[config.mk]
export PLATFORM = sky130hd
export DESIGN_NAME = rst_hub
export DESIGN_NICKNAME = d
export VERILOG_FILES = /design/src/rtl/rst_hub_pkg.sv /design/src/rtl/rst_hub_sync.sv /design/src/rtl/rst_hub_stretch.sv /design/src/rtl/rst_hub_cause.sv /design/src/rtl/rst_hub.sv
export SDC_FILE = /design/constraint.sdc
export NUM_CORES = 1
export LEC_CHECK = 0
export CAP_MARGIN = 0
export CORE_ASPECT_RATIO = 1.1
export CORE_MARGIN = 1.5
export CORE_UTILIZATION = 49
export CTS_BUF_LIST = sky130_fd_sc_hd__clkbuf_8
export DETAILED_ROUTE_END_ITERATION = 7
export PLACE_DENSITY = 0.79
export SYNTH_ARGS = -nofsm -noshare
export SYNTH_HDL_FRONTEND = slang
export SYNTH_HIERARCHICAL = 1
export SYNTH_SLANG_ARGS = --single-unit
[constraint.sdc]
create_clock -name clk_i -period 2.55 [get_ports clk_i]
set_input_delay 0.3825 -clock clk_i [delete_from_list [all_inputs] [get_ports clk_i]]
set_output_delay 0.3825 -clock clk_i [all_outputs]
set_load 0.01 [all_outputs]
[src/rtl/rst_hub_pkg.sv]
package rst_hub_pkg;

    localparam int NUM_SRC = 6;
    localparam int NUM_DOM = 4;

    // source positions double as cause-word bit positions
    localparam int SRC_POR = 0;
    localparam int SRC_BOD = 1;
    localparam int SRC_EXT = 2;
    localparam int SRC_WDT = 3;
    localparam int SRC_DBG = 4;
    localparam int SRC_SW  = 5;

    localparam logic ADDR_CAUSE = 1'b0;
    localparam logic ADDR_CTRL  = 1'b1;
    localparam int   CTRL_SWRST = 0;
    localparam int   CTRL_EXTEN = 1;

    typedef logic [NUM_SRC-1:0] src_vec_t;

    typedef struct packed {
        logic bodcfg;
        logic pinovr;
        logic dbg;
        logic main;
    } dom_t;

    function automatic dom_t src_domains(input int s);
        dom_t m;
        m = '0;
        case (s)
            SRC_POR: m = '{bodcfg: 1'b1, pinovr: 1'b1, dbg: 1'b1, main: 1'b1};
            SRC_BOD: m = '{bodcfg: 1'b0, pinovr: 1'b1, dbg: 1'b1, main: 1'b1};
            SRC_EXT: m = '{bodcfg: 1'b1, pinovr: 1'b0, dbg: 1'b0, main: 1'b1};
            SRC_WDT: m = '{bodcfg: 1'b1, pinovr: 1'b0, dbg: 1'b0, main: 1'b1};
            default: m = '{bodcfg: 1'b0, pinovr: 1'b0, dbg: 1'b0, main: 1'b1};
        endcase
        return m;
    endfunction

    function automatic dom_t domain_request(input src_vec_t v);
        dom_t m;
        m = '0;
        for (int s = 0; s < NUM_SRC; s++) begin
            if (v[s]) m = m | src_domains(s);
        end
        return m;
    endfunction

endpackage

[src/rtl/rst_hub_sync.sv]
module rst_hub_sync #(
    parameter int   STAGES  = 2,
    parameter logic RST_VAL = 1'b1
) (
    input  logic clk_i,
    input  logic rst_i,
    input  logic d_i,
    output logic q_o
);
    logic [STAGES-1:0] chain_q;

    always_ff @(posedge clk_i) begin
        if (rst_i) chain_q <= {STAGES{RST_VAL}};
        else       chain_q <= {chain_q[STAGES-2:0], d_i};
    end

    assign q_o = chain_q[STAGES-1];
endmodule

[src/rtl/rst_hub_stretch.sv]
module rst_hub_stretch #(
    parameter int STRETCH = 16
) (
    input  logic clk_i,
    input  logic rst_i,
    input  logic req_i,
    output logic busy_o,
    output logic rst_o
);
    localparam int CNT_W = $clog2(STRETCH + 1);

    logic [CNT_W-1:0] cnt_q;

    always_ff @(posedge clk_i) begin
        if (rst_i || req_i)   cnt_q <= CNT_W'(STRETCH);
        else if (cnt_q != '0) cnt_q <= cnt_q - 1'b1;
    end

    assign busy_o = (cnt_q != '0);
    assign rst_o  = req_i | busy_o;

    // a released request keeps the reset up for the following cycle
    a_r6_hold_after_release: assert property (@(posedge clk_i) disable iff (rst_i)
        ($past(req_i) && !req_i) |-> rst_o);
endmodule

[src/rtl/rst_hub_cause.sv]
module rst_hub_cause
    import rst_hub_pkg::*;
(
    input  logic               clk_i,
    input  logic               por_i,
    input  src_vec_t           src_i,
    input  logic               main_rst_i,
    input  logic               wr_i,
    input  logic               addr_i,
    input  logic [NUM_SRC-1:0] wdata_i,
    output logic [NUM_SRC-1:0] rdata_o,
    output logic               sw_req_o,
    output logic               ext_en_o
);
    src_vec_t flags_q;
    src_vec_t clr;
    logic     ext_en_q;

    always_comb begin
        clr = '0;
        if (wr_i && addr_i == ADDR_CAUSE) clr = wdata_i;
    end

    assign sw_req_o = wr_i && (addr_i == ADDR_CTRL) && wdata_i[CTRL_SWRST];

    always_ff @(posedge clk_i) begin
        if (por_i) begin
            flags_q          <= '0;
            flags_q[SRC_POR] <= 1'b1;
        end else begin
            flags_q <= (flags_q & ~clr) | src_i;
        end
    end

    always_ff @(posedge clk_i) begin
        if (main_rst_i)                         ext_en_q <= 1'b1;
        else if (wr_i && addr_i == ADDR_CTRL)   ext_en_q <= wdata_i[CTRL_EXTEN];
    end

    always_comb begin
        rdata_o = '0;
        if (addr_i == ADDR_CAUSE) rdata_o = flags_q;
        else                      rdata_o[CTRL_EXTEN] = ext_en_q;
    end

    assign ext_en_o = ext_en_q;

    // the first cycle after power-on release shows only the power-on bit
    a_r2_por_only_flag: assert property (@(posedge clk_i) disable iff (por_i)
        $fell(por_i) |-> (flags_q == src_vec_t'(1)));

    // without a clearing write no cause bit drops
    a_r3_flags_sticky: assert property (@(posedge clk_i) disable iff (por_i)
        (clr == '0) |=> (($past(flags_q) & ~flags_q) == '0));
endmodule

[src/rtl/rst_hub.sv]
module rst_hub
    import rst_hub_pkg::*;
#(
    parameter int STRETCH     = 16,
    parameter int SYNC_STAGES = 2
) (
    input  logic               clk_i,
    input  logic               por_below_i,
    input  logic               bod_below_i,
    input  logic               ext_rst_n_i,
    input  logic               wdt_timeout_i,
    input  logic               dbg_rst_req_i,
    input  logic               reg_wr_i,
    input  logic               reg_addr_i,
    input  logic [NUM_SRC-1:0] reg_wdata_i,
    output logic [NUM_SRC-1:0] reg_rdata_o,
    output logic               main_rst_o,
    output logic               dbg_rst_o,
    output logic               pinovr_rst_o,
    output logic               bodcfg_rst_o
);
    logic               pin_s;
    logic               ext_en;
    logic               sw_req;
    logic               write_ok;
    src_vec_t           hw_src;
    src_vec_t           all_src;
    dom_t               dom_req;
    logic [NUM_DOM-1:0] dom_req_v;
    logic [NUM_DOM-1:0] dom_busy;
    logic [NUM_DOM-1:0] dom_rst;

    rst_hub_sync #(.STAGES(SYNC_STAGES), .RST_VAL(1'b1)) u_pin_sync (
        .clk_i (clk_i),
        .rst_i (por_below_i),
        .d_i   (ext_rst_n_i),
        .q_o   (pin_s)
    );

    always_comb begin
        hw_src          = '0;
        hw_src[SRC_POR] = por_below_i;
        hw_src[SRC_BOD] = bod_below_i;
        hw_src[SRC_EXT] = ext_en & ~pin_s;
        hw_src[SRC_WDT] = wdt_timeout_i;
        hw_src[SRC_DBG] = dbg_rst_req_i;
        all_src         = hw_src;
        all_src[SRC_SW] = sw_req;
    end

    // every source reaches the main domain, so any busy stretch means main is held
    assign write_ok  = ~((|hw_src) | (|dom_busy));
    assign dom_req   = domain_request(all_src);
    assign dom_req_v = dom_req;

    for (genvar d = 0; d < NUM_DOM; d++) begin : g_dom
        rst_hub_stretch #(.STRETCH(STRETCH)) u_stretch (
            .clk_i  (clk_i),
            .rst_i  (por_below_i),
            .req_i  (dom_req_v[d]),
            .busy_o (dom_busy[d]),
            .rst_o  (dom_rst[d])
        );
    end

    assign main_rst_o   = dom_rst[0];
    assign dbg_rst_o    = dom_rst[1];
    assign pinovr_rst_o = dom_rst[2];
    assign bodcfg_rst_o = dom_rst[3];

    rst_hub_cause u_cause (
        .clk_i      (clk_i),
        .por_i      (por_below_i),
        .src_i      (all_src),
        .main_rst_i (main_rst_o),
        .wr_i       (reg_wr_i & write_ok),
        .addr_i     (reg_addr_i),
        .wdata_i    (reg_wdata_i),
        .rdata_o    (reg_rdata_o),
        .sw_req_o   (sw_req),
        .ext_en_o   (ext_en)
    );

    // the debug domain rises only on a brown-out (power-on is excluded by disable)
    a_r4_dbg_rise_supply: assert property (@(posedge clk_i) disable iff (por_below_i)
        $rose(dbg_rst_o) |-> bod_below_i);

    // an accepted software request has the main reset up in its own cycle
    a_r7_sw_immediate: assert property (@(posedge clk_i) disable iff (por_below_i)
        sw_req |-> main_rst_o);
endmodule

Word level (Yosys, flattened, before mapping)

Cells that the tools add are included.

Bits of input ports: 14
Bits in registers: 29
Output and inout bits: 10
Logic and storage cells: 57

Add/sub/neg operators: 4
Reductions and logical operators: 13
Bitwise gates (word level): 18
Muxes and demuxes: 15

Operators by type and width:

| operator              | number |
|---|---|
| $mux W4               | 12 |
| $or A4 B4 Y4          | 5 |
| $reduce_bool A5 Y1    | 4 |
| $sub A5 B1 Y5 const B | 4 |
| $and A6 B6 Y6         | 1 |
| $mux W6               | 1 |
| $not A6 Y6            | 1 |
| $or A6 B6 Y6          | 1 |
| $or A1 B1 Y1          | 5 |
| $reduce_or A5 Y1      | 1 |
| $logic_or A1 B1 Y1    | 4 |
| $reduce_or A4 Y1      | 1 |
| $logic_and A1 B1 Y1   | 3 |
| $not A1 Y1            | 3 |
| $and A1 B1 Y1         | 2 |
| $mux W1               | 2 |

Depth between registers and ports, before layout

Gate-level depths: netlist of run 1.

Depth in word-level cells: 12
Depth in mapped cells: 11
Mapped depth without buffers: 10

Cells and area by module

Netlist of run 1, hierarchy kept.

By module, submodules not included:

| module          | area an instance (um2) | cells each | instances | seq. area each (um2) |
|---|---|---|---|---|
| rst_hub_stretch | 249.0                  | 27         | 4         | 100.1 |
| rst_hub_cause   | 340.3                  | 34         | 1         | 140.1 |
| rst_hub         | 52.6                   | 7          | 1         | 0.0 |
| rst_hub_sync    | 52.6                   | 4          | 1         | 40.0 |

Least setup slack after synthesis of run 1

Ideal clock, no wire load.

Path type: flip-flop to output port
From: register g_dom[1].u_stretch.cnt_q[0]
To: output port main_rst_o
Stages on the path, launching flop included: 10
Data required time: 2,168 ps
Data arrival time: 2,123 ps
Setup slack: 44 ps
Path buffers: 1
Cell sequence: dfxtp_1 -> inv_1 -> ha_1 -> or4b_1 -> buf_2 -> nor4_1 -> and3_1 -> and3_1 -> nand2b_1 -> or2_2

RTL lines:

| element                  | line                  | RTL |
|---|---|---|
| start: declaration       | rst_hub_stretch.sv:12 | `logic [CNT_W-1:0] cnt_q;` |
| start signal: assignment | rst_hub_stretch.sv:15 | `if (rst_i \|\| req_i) cnt_q <= CNT_W'(STRETCH);` |
| start signal: assignment | rst_hub_stretch.sv:16 | `else if (cnt_q != '0) cnt_q <= cnt_q - 1'b1;` |
| end: declaration         | rst_hub.sv:17         | `output logic main_rst_o,` |

==> impl_metrics.tcl, run 1 <==
set metrics [dict create \
    synth_nets 175 \
    path_clk_slew_ps 60 \
    grt_pass1_wl_um 6510 \
    place_inst 242 \
    stdcell_count 267 \
    grt_pass1_vias 1454 \
    avgSynthCellArea_um2 9.42 \
    drtAntennaViolNets 0 \
    slew_headroom_pct 70.5 \
    core_um2 2780 \
    grt_busiest_layer "met2" \
    multi_input_area_um2 906 \
    design.die.area_um2 3280 \
    critPathRequiredTime_ps 2170 \
    crit_arrival_ps 2300 \
    rsz0062_at_grt "yes" \
    diodes 0 \
    cp-end-kind "output port" \
    critical_path.top_delay_family "simple AND/OR/NAND/NOR gates" \
    cts_tree "built" \
    drt-total-wl_um 4010 \
    worst_clock_skew_ps 3.97 \
    violations "negative setup slack" \
    cts_root_buffer "clkbuf_8" \
    ir_worst_vdd_mv 0.579 \
    start_util_pct 51.9 \
    yosysTopAreaCell "dfxtp_1" \
    firstDrtPassIters 4 \
    dp_hpwl_um 2560 \
    cts_sinks 29 \
    grt_max_degree 23 \
    rows 20 \
    cp_cell_sequence "clkdlybuf4s50_1 -> or2_4 -> nor4_2 -> and3_4 -> and3_4 -> nand2b_4 -> or2_4 -> buf_6" \
    synth_cells 153 \
    num_vias 1368 \
    fillers 136 \
    die_y_um 59.9 \
    ys_types 28 \
    critPathKind "in -> out" \
    drc_errors 0 \
    wl_per_cell_um 15.0 \
    met2_usage_pct 51.4 \
    status "finished with violations" \
    hold_class "reg -> reg" \
    grt_use_total_pct 28.5 \
    overflow 0 \
    h-tree-depth 2 \
    clockBufferDepth 2 \
    synth_seq_cells 29 \
    critPathLaunchType "primary input" \
    ys_seq_area_share_pct 40.3 \
    grt_util_met1_pct 28.1 \
    finalWorstSetupSlack_ps -129 \
    cap_violations 0 \
    cp_slowest_cell "clkdlybuf4s50_1" \
    grt_antenna_before_repair 0 \
    tightest_slew_ps 438 \
    grtUsageMet3_pct 10.5 \
    path_buf_inv 2 \
    final_nets 256 \
    layout-drive-gt1-share_pct 44.4 \
    ff_latch_area_um2 587 \
    power.leakage_uw 0.000950 \
    area_delta_synth_final_pct 59.7 \
    syn_area_um2 1440 \
    holdWs_ps 485 \
    min_period_ps 2680 \
    cts_buffers 5 \
    yosysTopAreaCellShare_pct 40.3 \
    fin_crit_sh_pct 105 \
    setup-violations-final 1 \
    first_iter_violations 23 \
    clk_latency_ps 280 \
    pin_count 24 \
    hold_viol 0 \
    via_per_inst 5.12 \
    die_x_um 54.7 \
    max_stage_delay_ps 480 \
    yosysWarningCount 6 \
    cp_max_fo 2 \
    slew_violations 0 \
    portBuffers 23 \
    fmax_mhz 373 \
    gp_congestion 0.801 \
    powerDensity_nw_per_um2 458 \
    synth_area_leaders "dfxtp_1 40%, xnor2_1 7.3%, ha_1 6.9%, nor2_1 6.5%, nor3_1 4.5%" \
]
==> stage by stage <==
step	setup slack (ps)	TNS, ps	utilization [%]	cell area [µm²]	power (µW)
5_1_grt	-209	-209	82.9	2300	1100
2_1_floorplan	44.3	0	-	1440	575
6_report	-129	-129	82.9	2300	1050
3_3_place_gp	-253	-338	70.8	1970	649
3_5_place_dp	-328	-427	70.8	1970	657
4_1_cts	-93.0	-95.5	81.5	2260	1050
==> cell families (layout without fill, tap and decap cells) <==
logic type	count (synthesis)	in the layout	share of synthesized area, %
AND/OR/NAND/NOR	79	79	31.7
flip-flops	29	29	40.3
buffers and inverters	13	94	4.25
XOR/XNOR	12	12	7.29
adder cells (fa/ha/maj)	8	8	6.94
AO/OA/AOI/OAI	7	7	5.99
multiplexers	5	5	3.56
==> state kept, by name, indices dropped and copies added, names as in the netlist <==
name                   flops
g_dom.u_stretch/cnt_q     20
u_cause/flags_q            6
u_cause/ext_en_o           1
u_pin_sync/chain_q         2
==> layout by cell type, fill, tap and decap left out, types with 2 or more instances in the layout <==
cell type and n:
buf_4 55, nor2_1 25, dfxtp_1 24, clkdlybuf4s50_1 19
xnor2_1 12, nor3_1 12, nand2_1 8, nor2b_1 6
clkbuf_8 6, inv_2 6, dfxtp_2 5, and4bb_2 5
or4b_4 4, a2111oi_2 4, mux2i_1 4, ha_1 4
inv_1 3, nor3b_1 3, or2_2 3, ha_4 3
dlygate4sd2_1 3, or2_4 2, and3_4 2, buf_6 2
or2_1 2
==> where the power goes <==
group          leakage (µW)  internal (µW)  switching [µW]
Clock             0.0000485            209             160
Sequential         0.000239            472            10.6
Combinational      0.000662            119            83.4
Total              0.000950            801             254
==> synth_stat cells <==
| cell | number |
|---|---|
| a2111oi_2 | 4 |
| a211o_1 | 1 |
| a21boi_1 | 1 |
| a311o_1 | 1 |
| and3_1 | 2 |
| and4bb_2 | 5 |
| buf_2 | 4 |
| buf_6 | 1 |
| dfxtp_1 | 29 |
| ha_1 | 8 |
| inv_1 | 8 |
| mux2_2 | 1 |
| mux2i_1 | 4 |
| nand2_1 | 8 |
| nand2b_1 | 1 |
| nand3b_1 | 1 |
| nor2_1 | 25 |
| nor2b_1 | 6 |
| nor3_1 | 13 |
| nor3b_1 | 4 |
| nor4_1 | 1 |
| nor4_2 | 1 |
| or2_1 | 2 |
| or2_2 | 4 |
| or2_4 | 1 |
| or3_1 | 1 |
| or4b_1 | 4 |
| xnor2_1 | 12 |
==> per-layer routing <==
layer / wire length (µm) / vias up
li1: - / 682
met1: 1450 / 629
met2: 2220 / 46
met3: 200 / 11
met4: 136 / 0
met5: 0 / -
==> layout make-up <==
cell class	count	share of cell area (%)
Inverter	8	1.30
Clock inverter	1	0.163
Multi-Input combinational cell	111	39.3
Tap cell	33	1.79
Sequential cell	29	25.5
Clock buffer	6	3.59
Timing Repair Buffer	79	28.3
==> worst register-to-register path, cell delays in order, from the launching register on <==
cell	delay, ps
dfxtp_2	330
inv_2	40
buf_4	120
buf_4	120
buf_4	120
buf_4	120
buf_4	120
buf_4	120
buf_4	110
buf_4	120
buf_4	120
buf_4	120
buf_4	120
buf_4	130
ha_4	150
nor3b_4	150
mux2i_1	140
nand2_1	60
==> timing repair <==
action | CTS | global route
setup buffers | 19 | 0
setup endpoints to repair | 4 | 3
hold buffers | 0 | 0
pin swaps | 7 | 3
resized for setup | 32 | 8
==> final timing paths <==
check | from | endpoint | slack, ps | cells past startpoint
worst min register to register | u_cause/flags_q[0] | u_cause/flags_q[0] | 490 | 1
worst min-delay path | u_cause/flags_q[0] | u_cause/flags_q[0] | 490 | 1
worst max register to register | g_dom[3].u_stretch/cnt_q[0] | g_dom[3].u_stretch/cnt_q[4] | 120 | 17
worst max-delay path | por_below_i | main_rst_o | -130 | 8
Note: power is estimated with default switching activity, not from simulation.
==> inputs of run 2 (changes only) <==
- CTS_CLUSTER_DIAMETER: default -> 50
==> results of run 2 <==
Final layout, timing and power as in run 1 (identical DEF).
==> inputs of run 3 (changes only) <==
- CTS_CLUSTER_DIAMETER: 50 -> 120
==> results of run 3 <==
Final layout, timing and power as in run 1 (identical DEF).
